--- config.mk ---
export PLATFORM = sky130hd
export DESIGN_NAME = erase_slicer
export DESIGN_NICKNAME = d
export VERILOG_FILES = /design/src/rtl/erase_slicer_pkg.sv /design/src/rtl/erase_slicer_dp.sv /design/src/rtl/erase_slicer_ctrl.sv /design/src/rtl/erase_slicer.sv
export SDC_FILE = /design/constraint.sdc
export NUM_CORES = 1
export LEC_CHECK = 0
export ABC_AREA = 1
export BUFFER_PORTS_ARGS = -buffer_cell sky130_fd_sc_hd__buf_2
export CORE_AREA = 3 3 40 42
export CTS_BUF_LIST = sky130_fd_sc_hd__clkbuf_2
export CTS_CLUSTER_SIZE = 10
export DETAILED_ROUTE_END_ITERATION = 8
export DIE_AREA = 0 0 43 45
export SKIP_LAST_GASP = 1
export SYNTH_ARGS = -nofsm -noshare
export SYNTH_HDL_FRONTEND = slang
export SYNTH_HIERARCHICAL = 1
export SYNTH_SLANG_ARGS = --single-unit
--- constraint.sdc ---
create_clock -name clk -period 1.8 [get_ports clk]
set_input_delay 0.18 -clock clk [delete_from_list [all_inputs] [get_ports clk]]
set_output_delay 0.18 -clock clk [all_outputs]
set_load 0.1 [all_outputs]
--- src/rtl/erase_slicer_pkg.sv ---
package erase_slicer_pkg;

  typedef enum logic [1:0] {
    ST_IDLE  = 2'd0,
    ST_RUN   = 2'd1,
    ST_PAUSE = 2'd2
  } phase_t;

  typedef struct packed {
    logic cntClear;
    logic cntStep;
    logic failSet;
  } ctrl_strobe_t;

endpackage

--- src/rtl/erase_slicer_dp.sv ---
module erase_slicer_dp
  import erase_slicer_pkg::*;
#(
  parameter int SLICE_LEN = 32
) (
  input  logic         clk,
  input  logic         rst_n,
  input  ctrl_strobe_t strobes,
  input  logic         failClr,
  output logic         sliceEnd,
  output logic         failFlag
);
  localparam int CNT_W = (SLICE_LEN > 2) ? $clog2(SLICE_LEN) : 1;
  localparam logic [CNT_W-1:0] LAST = CNT_W'(SLICE_LEN - 1);

  logic [CNT_W-1:0] sliceCnt;

  // slice counter: advances only while the erase runs, wraps per slice
  always_ff @(posedge clk or negedge rst_n) begin
    if (!rst_n) begin
      sliceCnt <= '0;
    end else if (strobes.cntClear) begin
      sliceCnt <= '0;
    end else if (strobes.cntStep) begin
      sliceCnt <= (sliceCnt == LAST) ? '0 : sliceCnt + 1'b1;
    end
  end

  assign sliceEnd = (sliceCnt == LAST);

  // sticky failure flag, set beats clear
  always_ff @(posedge clk or negedge rst_n) begin
    if (!rst_n) begin
      failFlag <= 1'b0;
    end else if (strobes.failSet) begin
      failFlag <= 1'b1;
    end else if (failClr) begin
      failFlag <= 1'b0;
    end
  end

  a_r7_clear_zero: assert property (@(posedge clk) disable iff (!rst_n)
    strobes.cntClear |=> (sliceCnt == '0));

  a_r10_fail_sticky: assert property (@(posedge clk) disable iff (!rst_n)
    (failFlag && !failClr) |=> failFlag);

  a_r4_fail_set: assert property (@(posedge clk) disable iff (!rst_n)
    strobes.failSet |=> failFlag);

endmodule

--- src/rtl/erase_slicer_ctrl.sv ---
module erase_slicer_ctrl
  import erase_slicer_pkg::*;
(
  input  logic         clk,
  input  logic         rst_n,
  input  logic         eraseStart,
  input  logic         eraseDone,
  input  logic         gie,
  input  logic         irqPending,
  input  logic         retiSeen,
  input  logic         sliceEn,
  input  logic         abortEn,
  input  logic         sliceEnd,
  output ctrl_strobe_t strobes,
  output logic         eraseRun,
  output logic         irqGrant,
  output logic         accessOk,
  output logic         busy
);
  phase_t phase, phaseNxt;
  logic   abortHit, sliceHit;

  assign abortHit = abortEn && gie && irqPending;
  assign sliceHit = sliceEn && !abortEn && gie && irqPending && sliceEnd;

  always_comb begin
    phaseNxt = phase;
    strobes  = '0;
    unique case (phase)
      ST_IDLE: begin
        if (eraseStart) begin
          phaseNxt         = ST_RUN;
          strobes.cntClear = 1'b1;
        end
      end
      ST_RUN: begin
        strobes.cntStep = 1'b1;
        if (eraseDone) begin
          phaseNxt = ST_IDLE;
        end else if (abortHit) begin
          phaseNxt        = ST_IDLE;
          strobes.failSet = 1'b1;
        end else if (sliceHit) begin
          phaseNxt = ST_PAUSE;
        end
      end
      ST_PAUSE: begin
        if (retiSeen) begin
          phaseNxt         = ST_RUN;
          strobes.cntClear = 1'b1;
        end
      end
      default: phaseNxt = ST_IDLE;
    endcase
  end

  always_ff @(posedge clk or negedge rst_n) begin
    if (!rst_n) phase <= ST_IDLE;
    else        phase <= phaseNxt;
  end

  assign busy     = (phase != ST_IDLE);
  assign eraseRun = (phase == ST_RUN);
  assign accessOk = (phase == ST_PAUSE);
  assign irqGrant = (phase == ST_PAUSE) || ((phase == ST_IDLE) && gie && irqPending);

  a_r5_pause_on_boundary: assert property (@(posedge clk) disable iff (!rst_n)
    (phase == ST_RUN && phaseNxt == ST_PAUSE) |-> sliceEnd);

  a_r6_access_busy: assert property (@(posedge clk) disable iff (!rst_n)
    accessOk |-> busy);

  a_r7_hold_pause: assert property (@(posedge clk) disable iff (!rst_n)
    (phase == ST_PAUSE && !retiSeen) |=> (phase == ST_PAUSE));

  a_r8_no_gie_no_stop: assert property (@(posedge clk) disable iff (!rst_n)
    (phase == ST_RUN && !gie && !eraseDone) |=> (phase == ST_RUN));

  a_r9_done_wins: assert property (@(posedge clk) disable iff (!rst_n)
    (phase == ST_RUN && eraseDone) |-> !strobes.failSet);

endmodule

--- src/rtl/erase_slicer.sv ---
module erase_slicer
  import erase_slicer_pkg::*;
#(
  parameter int SLICE_LEN = 32
) (
  input  logic clk,
  input  logic rst_n,
  input  logic eraseStart,
  input  logic eraseDone,
  input  logic gie,
  input  logic irqPending,
  input  logic retiSeen,
  input  logic sliceEn,
  input  logic abortEn,
  input  logic failClr,
  output logic eraseRun,
  output logic irqGrant,
  output logic accessOk,
  output logic failFlag,
  output logic busy
);
  ctrl_strobe_t strobes;
  logic         sliceEnd;

  erase_slicer_ctrl u_ctrl (
    .clk        (clk),
    .rst_n      (rst_n),
    .eraseStart (eraseStart),
    .eraseDone  (eraseDone),
    .gie        (gie),
    .irqPending (irqPending),
    .retiSeen   (retiSeen),
    .sliceEn    (sliceEn),
    .abortEn    (abortEn),
    .sliceEnd   (sliceEnd),
    .strobes    (strobes),
    .eraseRun   (eraseRun),
    .irqGrant   (irqGrant),
    .accessOk   (accessOk),
    .busy       (busy)
  );

  erase_slicer_dp #(.SLICE_LEN(SLICE_LEN)) u_dp (
    .clk      (clk),
    .rst_n    (rst_n),
    .strobes  (strobes),
    .failClr  (failClr),
    .sliceEnd (sliceEnd),
    .failFlag (failFlag)
  );

  a_r11_reset_quiet: assert property (@(posedge clk) disable iff (!rst_n)
    eraseRun |-> busy);

endmodule

## Word level (Yosys, flattened, before mapping)

Cells that the tools add are included.

| word-level totals | value |
|---|---|
| input bits | 10 |
| output and inout port bits | 5 |
| memories | 0 |
| logic and storage cells | 42 |
| RAM bits | 0 |
| latch bits | 0 |
| bits in registers | 8 |
| memory bits (read-only) | 0 |

| cells by class | value |
|---|---|
| mux-type cells | 17 |
| magnitude comparators | 0 |
| shifts and indexed selects | 0 |
| multipliers | 0 |
| reductions and logical operators | 15 |
| equal/unequal tests | 6 |
| div/mod/pow operators | 0 |
| add/subtract/negate cells | 1 |
| bitwise operators | 0 |

Operators by type and width:

| kind | count |
|---|---|
| 5-bit 2-to-1 mux | 3 |
| 2-bit 2-to-1 mux | 6 |
| 1-bit logical AND | 8 |
| 1-bit 2-to-1 mux | 6 |
| 2-bit one-hot mux with 3 select lines | 1 |
| 2-bit nonzero test | 3 |
| 5-bit by 1-bit adder with 5-bit output (second input constant) | 1 |
| 5-bit equality test (second input constant) | 1 |
| 2-bit != test (second input constant) | 2 |
| 4-bit by 2-bit != test with 1-bit output (second input constant) | 1 |
| 3-bit AND reduction | 1 |
| 2-bit by 1-bit equality test with 1-bit output (second input constant) | 1 |
| 2-bit equality test (second input constant) | 1 |
| 2-bit logical NOT | 1 |
| 1-bit one-hot mux with 2 select lines | 1 |
| 1-bit logical NOT | 1 |
| 1-bit logical OR | 1 |

## Logic depth before layout (Yosys ltp)

| depth | value |
|---|---|
| depth after elaboration | 9 |
| gate-level depth with buffers | 10 |
| mapped depth without buffers | 10 |

## Hierarchy

The synthesis kept the hierarchy.

Modules (own cells, without submodules):

| module | seq. area each (sq um) | area an instance (sq um) | instances | cells each |
|---|---|---|---|---|
| erase_slicer_dp | 150.1 | 312.8 | 1 | 39 |
| erase_slicer_ctrl | 50.0 | 193.9 | 1 | 34 |

## Worst setup path after synthesis

No wires, ideal clock.

| timing | value |
|---|---|
| path kind | register to output |
| from | register u_ctrl.phase[1] |
| to | output port irqGrant |
| setup slack | -314 ps |
| data required time | 1620 ps |
| path buffers | 0 |
| data arrival time | 1934 ps |
| cell stages (with the launch flop) | 3 |
| cell sequence | dfrtp_1 -> inv_1 -> a21oi_1 |

| between the ends | value |
|---|---|
| word-level cells in the longest chain between the ends | 4 |
| elaborated cells between the ends (all ways) | 5 |
| those cells by class | eq/ne: 1; reduce/logical: 4 |

Ends and longest elaborated chain:

| what | line | text |
|---|---|---|
| start, declared | erase_slicer_ctrl.sv:20 | `phase_t phase, phaseNxt;` |
| start signal, assigned | erase_slicer_ctrl.sv:59 | `else phase <= phaseNxt;` |
| 2-bit logical NOT | erase_slicer_ctrl.sv:65 | `assign irqGrant = (phase == ST_PAUSE) \|\| ((phase == ST_IDLE) && gie && irqPending);` |
| 1-bit logical AND (2 in a row) | erase_slicer_ctrl.sv:65 |  |
| 1-bit logical OR * | erase_slicer_ctrl.sv:65 |  |
| end, declared | erase_slicer.sv:17 | `output logic irqGrant,` |

Mark *: on every way between the ends. The rest lies on a longest branch, timed or not.

## Final worst setup path

| timing | value |
|---|---|
| from | register u_ctrl.phase[1] |
| to | output port eraseRun |

| between the ends | value |
|---|---|
| word-level cells in the longest chain between the ends | 1 |

Ends and longest elaborated chain:

| what | line | text |
|---|---|---|
| 2-bit by 1-bit equality test with 1-bit output | erase_slicer_ctrl.sv:63 | `assign eraseRun = (phase == ST_RUN);` |
| end, declared | erase_slicer.sv:16 | `output logic eraseRun,` |

No other way between the ends.

==> results_dict.tcl <==
set metrics [dict create \
    dpl.hpwl_um 797 \
    power_frac_seq_pct 27.1 \
    tritoncts "built" \
    layout_common_cells "nand2_1, inv_1, buf_2, dfrtp_1, nor2_1" \
    pwr_density_cell_mw_per_mm2 1900 \
    max_slew_margin_pct 67.6 \
    min_from "failClr" \
    setup-violations-final 0 \
    r2r-start "u_dp/sliceCnt[0]" \
    clockPowerShare_pct 9.2 \
    seqCellArea_sq_um 200 \
    wl_per_cell_um 9.50 \
    antenna_found_initial 0 \
    grt_pass1_vias 464 \
    ys_ff_latch 8 \
    h-tree-depth 1 \
    die_area_sq_mm 0.00194 \
    power_leakage_nw 0.376 \
    gp_congestion 0.746 \
    min_period_over_period_pct 91.1 \
    grt_overflow_total 0 \
    p_sw_share_pct 61.2 \
    syn_area_sq_um 507 \
    finalWorstPathRequiredPeriod_ns 1.64 \
    antenna_cells 0 \
    pre_cts_slack_ns 0.350 \
    yosysSeqAreaShare_pct 39.5 \
    worstPathRequired_ns 1.62 \
    via_per_inst 4.54 \
    setup_slack_ns 0.161 \
    synthTopCellsByArea "dfrtp_1, nand2_1, inv_1, ha_1, nand3_1" \
    routed_wl_um 998 \
    setup-tns-final_ns 0 \
    numCtsBuffers 3 \
    row_count 13 \
    numClockSinks 8 \
    synthCells 73 \
    drv_slew 0 \
    drc 0 \
    tightestPinTransition_ns 0.490 \
    hold_violations 0 \
    postSynthAreaPerCell_sq_um 6.94 \
    drt_iter0_markers 10 \
    syn-num-nets 85 \
    synth_top_area_share_pct 39.5 \
    initial_core_util_pct 39.4 \
    mostFrequentLayoutCell "nand2_1" \
    critPathArrivalTime_ns 1.46 \
    min_path_cells 2 \
    end_kind "output pin" \
    power.switching_mw 0.717 \
    num_io_pins 15 \
    maxCapViolCount 0 \
    holdPathEnd "u_dp/failFlag" \
    grt_start_max_net_pins 9 \
    hold_class "in -> reg" \
    ir_drop_mv 0.816 \
    power_frac_comb_pct 63.8 \
    clk_pin_slew_worst_paths_ns 0.08 \
    cp_max_fo 5 \
    start_kind "flop" \
    worstReg2RegEnd "u_ctrl/phase[1]" \
    detail-route-antenna-nets 0 \
    cts-resized-gates 0 \
    core_sq_mm 0.00128 \
    syn_to_final_growth_pct 21.7 \
    cts_root_buf "clkbuf_2" \
    dieWidth_um 43 \
    intPower_mw 0.454 \
    max-clock-path-buffers 2 \
    yosysTopAreaCell "dfrtp_1" \
    synth.distinct_cells 18 \
    r2r_slack_ns 0.34 \
    first_pass_iters 4 \
    skew_ns 0.00670 \
    yosys_warnings 6 \
    fillers 150 \
    drive_gt1_share_pct 25.6 \
    r2r_cells 10 \
    rsz0062_at_grt "false" \
    die_h_um 45 \
    critPathKind "reg -> out" \
    vias 477 \
    multi_input_area_sq_um 243 \
    max_freq_ghz 0.610 \
    numPortBuffers 14 \
    track_usage_pct 12.8 \
    status "completed" \
    insertion_delay_ns 0.23 \
    final_core_util_pct 48.0 \
    final_nets 104 \
    grt_pass1_wl_mm 1.83 \
]
-- synth_stat cells --
master,number
nand2_1,22
inv_1,15
dfrtp_1,8
nor2_1,6
nand3_1,5
nor2_2,3
ha_1,2
o21ai_1,2
a21oi_1,1
buf_4,1
inv_2,1
nand3_2,1
nand3b_1,1
nand4_1,1
nor3_1,1
o21a_1,1
o21bai_1,1
o22ai_1,1
-- stage by stage --
stage	hold WS (ns)	std cells	total power, mW	instance area, sq um
after floorplan	-0.116	73	0.967	510
after global placement	0.0396	101	1.07	592
after detailed placement	0.0400	101	1.07	592
after CTS	0.105	105	1.19	617
after global routing	0.120	105	1.28	617
final	0.119	105	1.17	617
-- per-layer routing --
metal  vias up  global-route usage [%]  wire length [um]
met4         0                    7.23                 8
met3         2                    2.79                54
met2        13                    20.4               434
met1       199                    16.0               500
li1        263                       -                 -
met5         -                       0                 0
-- kinds of logic (layout without fill, tap and decap cells) --
kind of cell | after synthesis | count (layout) | synth area share (%)
AO/OA/AOI/OAI | 6 | 6 | 7.16
adder cells (fa/ha/maj) | 2 | 2 | 4.94
buffers and inverters | 17 | 34 | 13.3
flip-flops | 8 | 8 | 39.5
AND/OR/NAND/NOR | 40 | 40 | 35.1
-- worst max-delay path, cell delays in order (launching register included) --
cell	delay (ns)
dfrtp_1	0.43
inv_1	0.12
nand2_1	0.08
inv_1	0.14
buf_2	0.46
-- registers in the layout, summed over array words and instances, names as in the netlist --
register,cells
u_ctrl/phase,2
u_dp/failFlag,1
u_dp/sliceCnt,5
-- layout make-up --
type | instances | share of cell area [%]
repair buffers | 15 | 13.0
well taps | 15 | 3.04
flip-flops and latches | 8 | 32.5
multi-input cells | 48 | 39.4
inverters | 16 | 9.74
clock buffers | 3 | 2.43
-- how the worst max path moves through the flow --
stage | from | to | slack (ns) | cells past startpoint
3_5_place_dp | u_dp/sliceCnt[0] | u_ctrl/phase[1] | 0.35 | 10
4_1_cts | u_ctrl/phase[1] | eraseRun | 0.14 | 4
3_3_place_gp | u_dp/sliceCnt[0] | u_ctrl/phase[1] | 0.36 | 10
5_1_grt | u_ctrl/phase[1] | eraseRun | 0.07 | 4
2_1_floorplan | u_ctrl/phase[0] | u_dp/sliceCnt[2] | -0.05 | 7
6_report | u_ctrl/phase[1] | eraseRun | 0.16 | 4
-- what timing repair did --
item / in CTS / in global routing
hold endpoints to repair: 8 / 0
hold buffers: 1 / 0
buffers inserted: 0 / 0
-- power by group through the flow --
stage | clock (mW) | combinational, mW | sequential (mW)
2_1_floorplan | 0 | 0.647 | 0.319
3_3_place_gp | 0 | 0.754 | 0.318
3_5_place_dp | 0 | 0.751 | 0.320
4_1_cts | 0.114 | 0.755 | 0.317
5_1_grt | 0.125 | 0.824 | 0.330
6_report | 0.108 | 0.747 | 0.317
Power figures use the tool's default switching activity.
